--- config.mk ---
export PLATFORM = sky130hd
export DESIGN_NAME = srec_stream_decoder
export DESIGN_NICKNAME = d
export VERILOG_FILES = /design/src/rtl/srec_pkg.sv /design/src/rtl/srec_hex_nibble.sv /design/src/rtl/srec_byte_pair.sv /design/src/rtl/srec_record_fsm.sv /design/src/rtl/srec_range_track.sv /design/src/rtl/srec_stream_decoder.sv
export SDC_FILE = /design/constraint.sdc
export NUM_CORES = 1
export LEC_CHECK = 0
export ABC_AREA = 1
export CAP_MARGIN = 20
export CORE_AREA = 8 8 153 155
export CTS_BUF_LIST = sky130_fd_sc_hd__clkbuf_8
export CTS_CLUSTER_SIZE = 30
export DETAILED_ROUTE_END_ITERATION = 16
export DIE_AREA = 0 0 161 163
export DONT_BUFFER_PORTS = 1
export HOLD_SLACK_MARGIN = 0.15
export SYNTH_ARGS = -nofsm -noshare
export SYNTH_HDL_FRONTEND = slang
export SYNTH_SLANG_ARGS = --single-unit
export TNS_END_PERCENT = 5
--- constraint.sdc ---
create_clock -name clk -period 6.1 [get_ports clk]
set_input_delay 0.305 -clock clk [delete_from_list [all_inputs] [get_ports clk]]
set_output_delay 0.305 -clock clk [all_outputs]
set_load 0.02 [all_outputs]
--- src/rtl/srec_pkg.sv ---
// Package for the S-record decoder.
// Holds the parser states, the record kinds and the character codes
// the decoder matches against.
package srec_pkg;

    // Widest address any record type can carry.
    localparam int REC_ADDR_BITS = 32;

    // Value the byte sum of a valid record must reach.
    localparam logic [7:0] CSUM_GOAL = 8'hFF;

    localparam logic [7:0] CH_START = 8'h53;  // 'S'
    localparam logic [7:0] CH_CR    = 8'h0D;
    localparam logic [7:0] CH_LF    = 8'h0A;

    typedef enum logic [2:0] {
        ST_IDLE,
        ST_TYPE,
        ST_COUNT,
        ST_ADDR,
        ST_DATA,
        ST_CSUM
    } srec_state_t;

    // What a record does with its payload.
    typedef enum logic [1:0] {
        RK_HEADER,
        RK_DATA,
        RK_END
    } rec_kind_t;

endpackage

--- src/rtl/srec_hex_nibble.sv ---
// srec_hex_nibble: classifies one ASCII character as a hex digit and
// returns its value. Upper and lower case letters are both accepted.
// Assumes: purely combinational, no state.
module srec_hex_nibble (
    input  logic [7:0] ch,
    output logic       is_hex,
    output logic [3:0] nib
);

    // Map '0'-'9', 'A'-'F' and 'a'-'f' to 0..15 and flag everything else.
    always_comb begin
        is_hex = 1'b1;
        nib    = 4'h0;
        if (ch >= 8'h30 && ch <= 8'h39) begin
            nib = ch[3:0];
        end else if ((ch >= 8'h41 && ch <= 8'h46) || (ch >= 8'h61 && ch <= 8'h66)) begin
            nib = ch[3:0] + 4'd9;
        end else begin
            is_hex = 1'b0;
        end
    end

endmodule

--- src/rtl/srec_byte_pair.sv ---
// srec_byte_pair: joins two hex nibbles, high first, into one byte.
// byte_done is high in the cycle the second nibble is taken, and
// byte_val is valid in that same cycle.
// Assumes: flush is held high whenever the parser is outside a hex field,
// so every field starts on a high nibble.
module srec_byte_pair (
    input  logic       clk,
    input  logic       rst_n,
    input  logic       flush,
    input  logic       take,
    input  logic [3:0] nib,
    output logic       byte_done,
    output logic [7:0] byte_val
);

    logic       have_hi_q;
    logic [3:0] hi_q;

    // Remember the high nibble and track which half comes next.
    always_ff @(posedge clk) begin
        if (!rst_n || flush) begin
            have_hi_q <= 1'b0;
            hi_q      <= 4'h0;
        end else if (take) begin
            have_hi_q <= ~have_hi_q;
            if (!have_hi_q) begin
                hi_q <= nib;
            end
        end
    end

    // A byte is finished when a nibble arrives while the high half is held.
    always_comb begin
        byte_done = take && have_hi_q;
        byte_val  = {hi_q, nib};
    end

endmodule

--- src/rtl/srec_record_fsm.sv ---
// srec_record_fsm: walks through the fields of one S-record. It handles
// the start character, the type digit, the count, the address, the data
// and the checksum. It issues registered write strobes and the record
// result pulses.
// Assumes: acc marks an accepted character. byte_done/byte_val come from
// the nibble pairer, which is flushed while in_hex_field is low.
module srec_record_fsm
    import srec_pkg::*;
#(
    parameter int ADDR_W = 32
) (
    input  logic              clk,
    input  logic              rst_n,
    input  logic              acc,
    input  logic [7:0]        ch,
    input  logic              is_hex,
    input  logic              byte_done,
    input  logic [7:0]        byte_val,
    output logic              in_hex_field,
    output logic              wr_en,
    output logic [ADDR_W-1:0] wr_addr,
    output logic [7:0]        wr_data,
    output logic              done,
    output logic              cksum_err,
    output logic              fmt_err
);

    localparam int FULL_W = REC_ADDR_BITS;

    srec_state_t       state_q;
    rec_kind_t         kind_q;
    logic [2:0]        alen_q;   // address bytes for this type
    logic [2:0]        acnt_q;   // address bytes still to come
    logic [7:0]        left_q;   // bytes still to come, checksum included
    logic [7:0]        sum_q;    // running sum of count, address, data
    logic [FULL_W-1:0] addr_q;   // address of the next data byte
    logic [7:0]        min_cnt;

    // Smallest count that leaves room for the address and the checksum.
    always_comb begin
        min_cnt      = {5'd0, alen_q} + 8'd1;
        in_hex_field = (state_q != ST_IDLE) && (state_q != ST_TYPE);
    end

    // Field sequencing, checksum accumulation and output pulses.
    always_ff @(posedge clk) begin
        if (!rst_n) begin
            state_q   <= ST_IDLE;
            kind_q    <= RK_HEADER;
            alen_q    <= 3'd2;
            acnt_q    <= 3'd0;
            left_q    <= 8'd0;
            sum_q     <= 8'd0;
            addr_q    <= '0;
            wr_en     <= 1'b0;
            wr_addr   <= '0;
            wr_data   <= 8'd0;
            done      <= 1'b0;
            cksum_err <= 1'b0;
            fmt_err   <= 1'b0;
        end else begin
            wr_en     <= 1'b0;
            done      <= 1'b0;
            cksum_err <= 1'b0;
            fmt_err   <= 1'b0;
            if (acc) begin
                case (state_q)
                    ST_IDLE: begin
                        if (ch == CH_START) begin
                            state_q <= ST_TYPE;
                        end else if (ch != CH_CR && ch != CH_LF) begin
                            fmt_err <= 1'b1;
                        end
                    end
                    ST_TYPE: begin
                        state_q <= ST_COUNT;
                        sum_q   <= 8'd0;
                        addr_q  <= '0;
                        case (ch)
                            8'h30: begin kind_q <= RK_HEADER; alen_q <= 3'd2; end
                            8'h31: begin kind_q <= RK_DATA;   alen_q <= 3'd2; end
                            8'h32: begin kind_q <= RK_DATA;   alen_q <= 3'd3; end
                            8'h33: begin kind_q <= RK_DATA;   alen_q <= 3'd4; end
                            8'h37: begin kind_q <= RK_END;    alen_q <= 3'd4; end
                            8'h38: begin kind_q <= RK_END;    alen_q <= 3'd3; end
                            8'h39: begin kind_q <= RK_END;    alen_q <= 3'd2; end
                            default: begin
                                fmt_err <= 1'b1;
                                state_q <= ST_IDLE;
                            end
                        endcase
                    end
                    default: begin
                        if (!is_hex) begin
                            fmt_err <= 1'b1;
                            state_q <= ST_IDLE;
                        end else if (byte_done) begin
                            case (state_q)
                                ST_COUNT: begin
                                    sum_q  <= byte_val;
                                    left_q <= byte_val;
                                    acnt_q <= alen_q;
                                    if (byte_val < min_cnt) begin
                                        fmt_err <= 1'b1;
                                        state_q <= ST_IDLE;
                                    end else begin
                                        state_q <= ST_ADDR;
                                    end
                                end
                                ST_ADDR: begin
                                    addr_q <= {addr_q[FULL_W-9:0], byte_val};
                                    sum_q  <= sum_q + byte_val;
                                    left_q <= left_q - 8'd1;
                                    acnt_q <= acnt_q - 3'd1;
                                    if (acnt_q == 3'd1) begin
                                        state_q <= (left_q == 8'd2) ? ST_CSUM : ST_DATA;
                                    end
                                end
                                ST_DATA: begin
                                    sum_q  <= sum_q + byte_val;
                                    left_q <= left_q - 8'd1;
                                    addr_q <= addr_q + 1'b1;
                                    if (kind_q == RK_DATA) begin
                                        wr_en   <= 1'b1;
                                        wr_addr <= addr_q[ADDR_W-1:0];
                                        wr_data <= byte_val;
                                    end
                                    if (left_q == 8'd2) begin
                                        state_q <= ST_CSUM;
                                    end
                                end
                                default: begin
                                    state_q <= ST_IDLE;
                                    if (8'(sum_q + byte_val) == CSUM_GOAL) begin
                                        done <= (kind_q == RK_END);
                                    end else begin
                                        cksum_err <= 1'b1;
                                    end
                                end
                            endcase
                        end
                    end
                endcase
            end
        end
    end

endmodule

--- src/rtl/srec_range_track.sv ---
// srec_range_track: keeps the lowest and highest address written since
// reset, and a flag that is set once any write has happened.
// Assumes: wr_en is a single-cycle strobe with wr_addr valid alongside.
module srec_range_track #(
    parameter int ADDR_W = 32
) (
    input  logic              clk,
    input  logic              rst_n,
    input  logic              wr_en,
    input  logic [ADDR_W-1:0] wr_addr,
    output logic [ADDR_W-1:0] addr_lo,
    output logic [ADDR_W-1:0] addr_hi,
    output logic              addr_seen
);

    // Widen the bounds to include every address that is written.
    always_ff @(posedge clk) begin
        if (!rst_n) begin
            addr_lo   <= '1;
            addr_hi   <= '0;
            addr_seen <= 1'b0;
        end else if (wr_en) begin
            addr_seen <= 1'b1;
            if (wr_addr < addr_lo) addr_lo <= wr_addr;
            if (wr_addr > addr_hi) addr_hi <= wr_addr;
        end
    end

endmodule

--- src/rtl/srec_stream_decoder.sv ---
// srec_stream_decoder: top of the S-record decoder. It accepts one ASCII
// character per handshake and turns the records into memory writes,
// checksum and format verdicts, and an address range.
// Assumes: the downstream memory takes a write every cycle. The decoder
// applies no backpressure after reset.
module srec_stream_decoder #(
    parameter int ADDR_W = 32
) (
    input  logic              clk,
    input  logic              rst_n,
    input  logic              in_valid,
    input  logic [7:0]        in_char,
    output logic              in_ready,
    output logic              wr_en,
    output logic [ADDR_W-1:0] wr_addr,
    output logic [7:0]        wr_data,
    output logic              done,
    output logic              cksum_err,
    output logic              fmt_err,
    output logic [ADDR_W-1:0] addr_lo,
    output logic [ADDR_W-1:0] addr_hi,
    output logic              addr_seen
);

    logic       acc;
    logic       is_hex;
    logic [3:0] nib;
    logic       in_hex_field;
    logic       byte_done;
    logic [7:0] byte_val;

    // Raise ready one cycle after reset is released.
    always_ff @(posedge clk) begin
        if (!rst_n) in_ready <= 1'b0;
        else        in_ready <= 1'b1;
    end

    // A character is consumed when it is offered and ready is high.
    always_comb acc = in_valid && in_ready;

    srec_hex_nibble u_hex (
        .ch     (in_char),
        .is_hex (is_hex),
        .nib    (nib)
    );

    srec_byte_pair u_pair (
        .clk       (clk),
        .rst_n     (rst_n),
        .flush     (!in_hex_field),
        .take      (acc && is_hex && in_hex_field),
        .nib       (nib),
        .byte_done (byte_done),
        .byte_val  (byte_val)
    );

    srec_record_fsm #(.ADDR_W(ADDR_W)) u_fsm (
        .clk          (clk),
        .rst_n        (rst_n),
        .acc          (acc),
        .ch           (in_char),
        .is_hex       (is_hex),
        .byte_done    (byte_done),
        .byte_val     (byte_val),
        .in_hex_field (in_hex_field),
        .wr_en        (wr_en),
        .wr_addr      (wr_addr),
        .wr_data      (wr_data),
        .done         (done),
        .cksum_err    (cksum_err),
        .fmt_err      (fmt_err)
    );

    srec_range_track #(.ADDR_W(ADDR_W)) u_range (
        .clk       (clk),
        .rst_n     (rst_n),
        .wr_en     (wr_en),
        .wr_addr   (wr_addr),
        .addr_lo   (addr_lo),
        .addr_hi   (addr_hi),
        .addr_seen (addr_seen)
    );

endmodule

==> out/metrics.cfg <==
[clocking]
clkTransAtPathRegs_ps=90
cts_buffers=17
clk_path_buf_depth=2
cts_tree=built
h-tree-depth=4
clock_latency_ps=460
cts.sinks=174
cts_root_buf=clkbuf_8
post_cts_buffers=0

[power]
pwr-share-comb_pct=3.4
peakVddDrop_mv=0.1269
power_density_nw_per_um2=181.8
seqPwrFrac_pct=56.6
p_int_uw=1512
swShare_pct=24.65
p_sw_uw=494.6
clkPwrFrac_pct=40.0
p_leak_uw=0.004850

[critical_path]
crit_fanout=5
crit_path_start=in_char[4]
crit_path_end_kind=flip-flop
rr_startpoint=u_fsm.state_q[0]$_SDFFE_PN0P_
worstReg2RegEnd=u_fsm.addr_q[11]$_SDFFE_PN0P_
path_class=in2reg
cp.arrival_ps=4050
worstRegToRegCells=12
reg2reg_slack_ps=2750
crit_required_ps=6450
start_kind=input pin

[die]
num_io_pins=121
start_util_pct=50.10
chipWidth_um=161
rows=53
die_y_um=163
dieArea_um2=26240
core-area_um2=20820

[global_routing]
grt_pass1_wl_mm=48.33
grt_max_degree=127
top_usage_layer=met2
grt_use_met3_pct=6.370
grt_pass1_vias=9046
met2_usage_pct=34.32
grt_remaining_overflow=0
track_usage_pct=22.41
grt_util_met1_pct=29.88
antenna_found_initial=3

[sta]
finClkSkew_ps=17.26
final.setup.tns_ps=0
drv_slew=0
min_period_ps=3697
setup_viol=0
relSlewSlack_pct=33.85
rsz0062_at_grt=false
fmaxAchievable_mhz=270.5
worstMarginPinSlew_ps=988.6
min_period_over_period_pct=60.60
setup_ws_ps=2403
hold_violations=0

[min_path]
holdPathStages=5
min-delay-start=in_char[3]
hold_end=u_fsm.kind_q[1]$_SDFFE_PN0P_
hold_path.class=in2reg

[routing]
post_drt_via_cell_ratio=5.526
wl_per_cell_um=16.87
first_pass_iters=5
routed_wl_mm=29.85
drc=0
drt_first_iter_violations=807
antenna_left=0
vias=9775

[logic_synthesis]
synthArstFlopShare_pct=0
ys_types=41
synthCells=1518
ys_warn_count=0
synthTopCellsByArea=dfxtp_1, nand2_1, ha_1, a21oi_1, nand3_1
synth_nets=1613
yosysTopAreaCellShare_pct=33.39
ys_seq_elements=174
synth_most_common_cell=nand2_1
synth_flop_cell=dfxtp_1
synth_edf_count=0
yosys.area.top_type=dfxtp_1
synth_area_um2=10430
synth_seq_area_share_pct=33.39
avgSynthCellArea_um2=6.873
synthTopCellsByCount=nand2_1, inv_1, dfxtp_1

[job]
drv_cap=0

[final_layout]
num_antenna_cells=0
nNetsFinal=1576
drive_above_1_share_pct=5.422
syn_to_final_growth_pct=5.829

[placement]
place_hpwl_mm=21.59
dp_slack_ps=2800
finalWeightedCongestion=0.8835
io_buffers=0

[run_status]
status=finished clean

## logic make-up after synthesis
group / share of synthesized area (%)
adder cells (fa/ha/maj): 10.15
buffers and inverters: 9.834
AND/OR/NAND/NOR: 27.30
XOR/XNOR: 2.770
AO/OA/AOI/OAI: 16.56
flip-flops: 33.39
## worst max path at each step
stage	endpoint	slack [ps]	cells after the start
4_1_cts	u_fsm.done$_SDFF_PP0_	2470	18
3_5_place_dp	u_fsm.addr_q[11]$_SDFFE_PN0P_	2800	12
5_1_grt	u_fsm.done$_SDFF_PP0_	2190	18
6_report	u_fsm.done$_SDFF_PP0_	2400	18
2_1_floorplan	u_fsm.cksum_err$_SDFF_PP0_	3570	17
3_3_place_gp	u_fsm.done$_SDFF_PP0_	2850	18
## sequential cells by signal, indices dropped and copies added (netlist names), 2 cells and up
register,flops
u_fsm.addr_q,32
u_fsm.wr_addr,32
u_range.addr_hi,32
u_range.addr_lo,32
u_fsm.left_q,8
u_fsm.sum_q,8
u_fsm.wr_data,8
u_pair.hi_q,4
u_fsm.acnt_q,3
u_fsm.alen_q,3
u_fsm.state_q,3
u_fsm.kind_q,2
## per-stage QoR
stage	cells	power, uW	util (%)	area [um2]	hold slack, ps
after global placement	1732	1215	50.76	10570	367.6
after CTS	1768	2026	52.89	11010	151.6
final	1769	2007	53.02	11040	170.3
after floorplan	1518	1212	-	10430	332.7
after detailed placement	1732	1215	50.76	10570	352.3
after global routing	1769	2084	53.02	11040	183.1
## area by class of cell
type | instances | area [um2]
Clock inverter | 12 | 110.1
Tap cell | 275 | 344.1
Timing Repair Buffer | 14 | 152.6
Multi-Input combinational cell | 1081 | 5951
Fill cell | 2125 | 9782
Inverter | 193 | 724.4
Sequential cell | 174 | 3483
Clock buffer | 20 | 275.3
## power groups by stage
stage	Clock (uW)	Combinational, uW	Sequential [uW]
final	802	68.5	1140
after global placement	0	51.6	1160
after CTS	821	68.2	1140
after detailed placement	0	52.0	1160
after floorplan	0	48.5	1160
after global routing	871	76.4	1140
## repair_timing
action / 4_1_cts / 5_1_grt
gates resized for setup: 0 / 0
hold buffers: 4 / 0
endpoints found under the hold margin: 127 / 0
## layer usage
layer	vias up	routed length (um)
met3	53	2267
met1	4508	13960
met4	6	658
li1	4946	-
met2	262	12930
met5	-	38
## critical path, stage by stage
cell	delay, ps
dlygate4sd3_1	540
nand2_2	50
dlygate4sd3_1	590
nor2_4	170
nand2_1	80
nand2_2	90
nand2_4	80
o21ai_0	460
inv_1	250
ha_1	430
inv_1	80
o21ai_0	220
nand2_1	80
nand3_1	100
xnor2_1	90
nor2_1	120
nand2_1	100
nor4_1	220
## cell usage in the layout, fill, tap and decap left out, types with 20 or more instances in the layout
cell	count
a21oi_1	167
clkbuf_8	20
dfxtp_1	174
ha_1	83
inv_1	189
nand2_1	285
nand3_1	142
nand4_1	22
nor2_1	129
nor3_1	25
o21ai_0	110
xor2_1	26
Note: power is estimated with default switching activity, not from simulation.
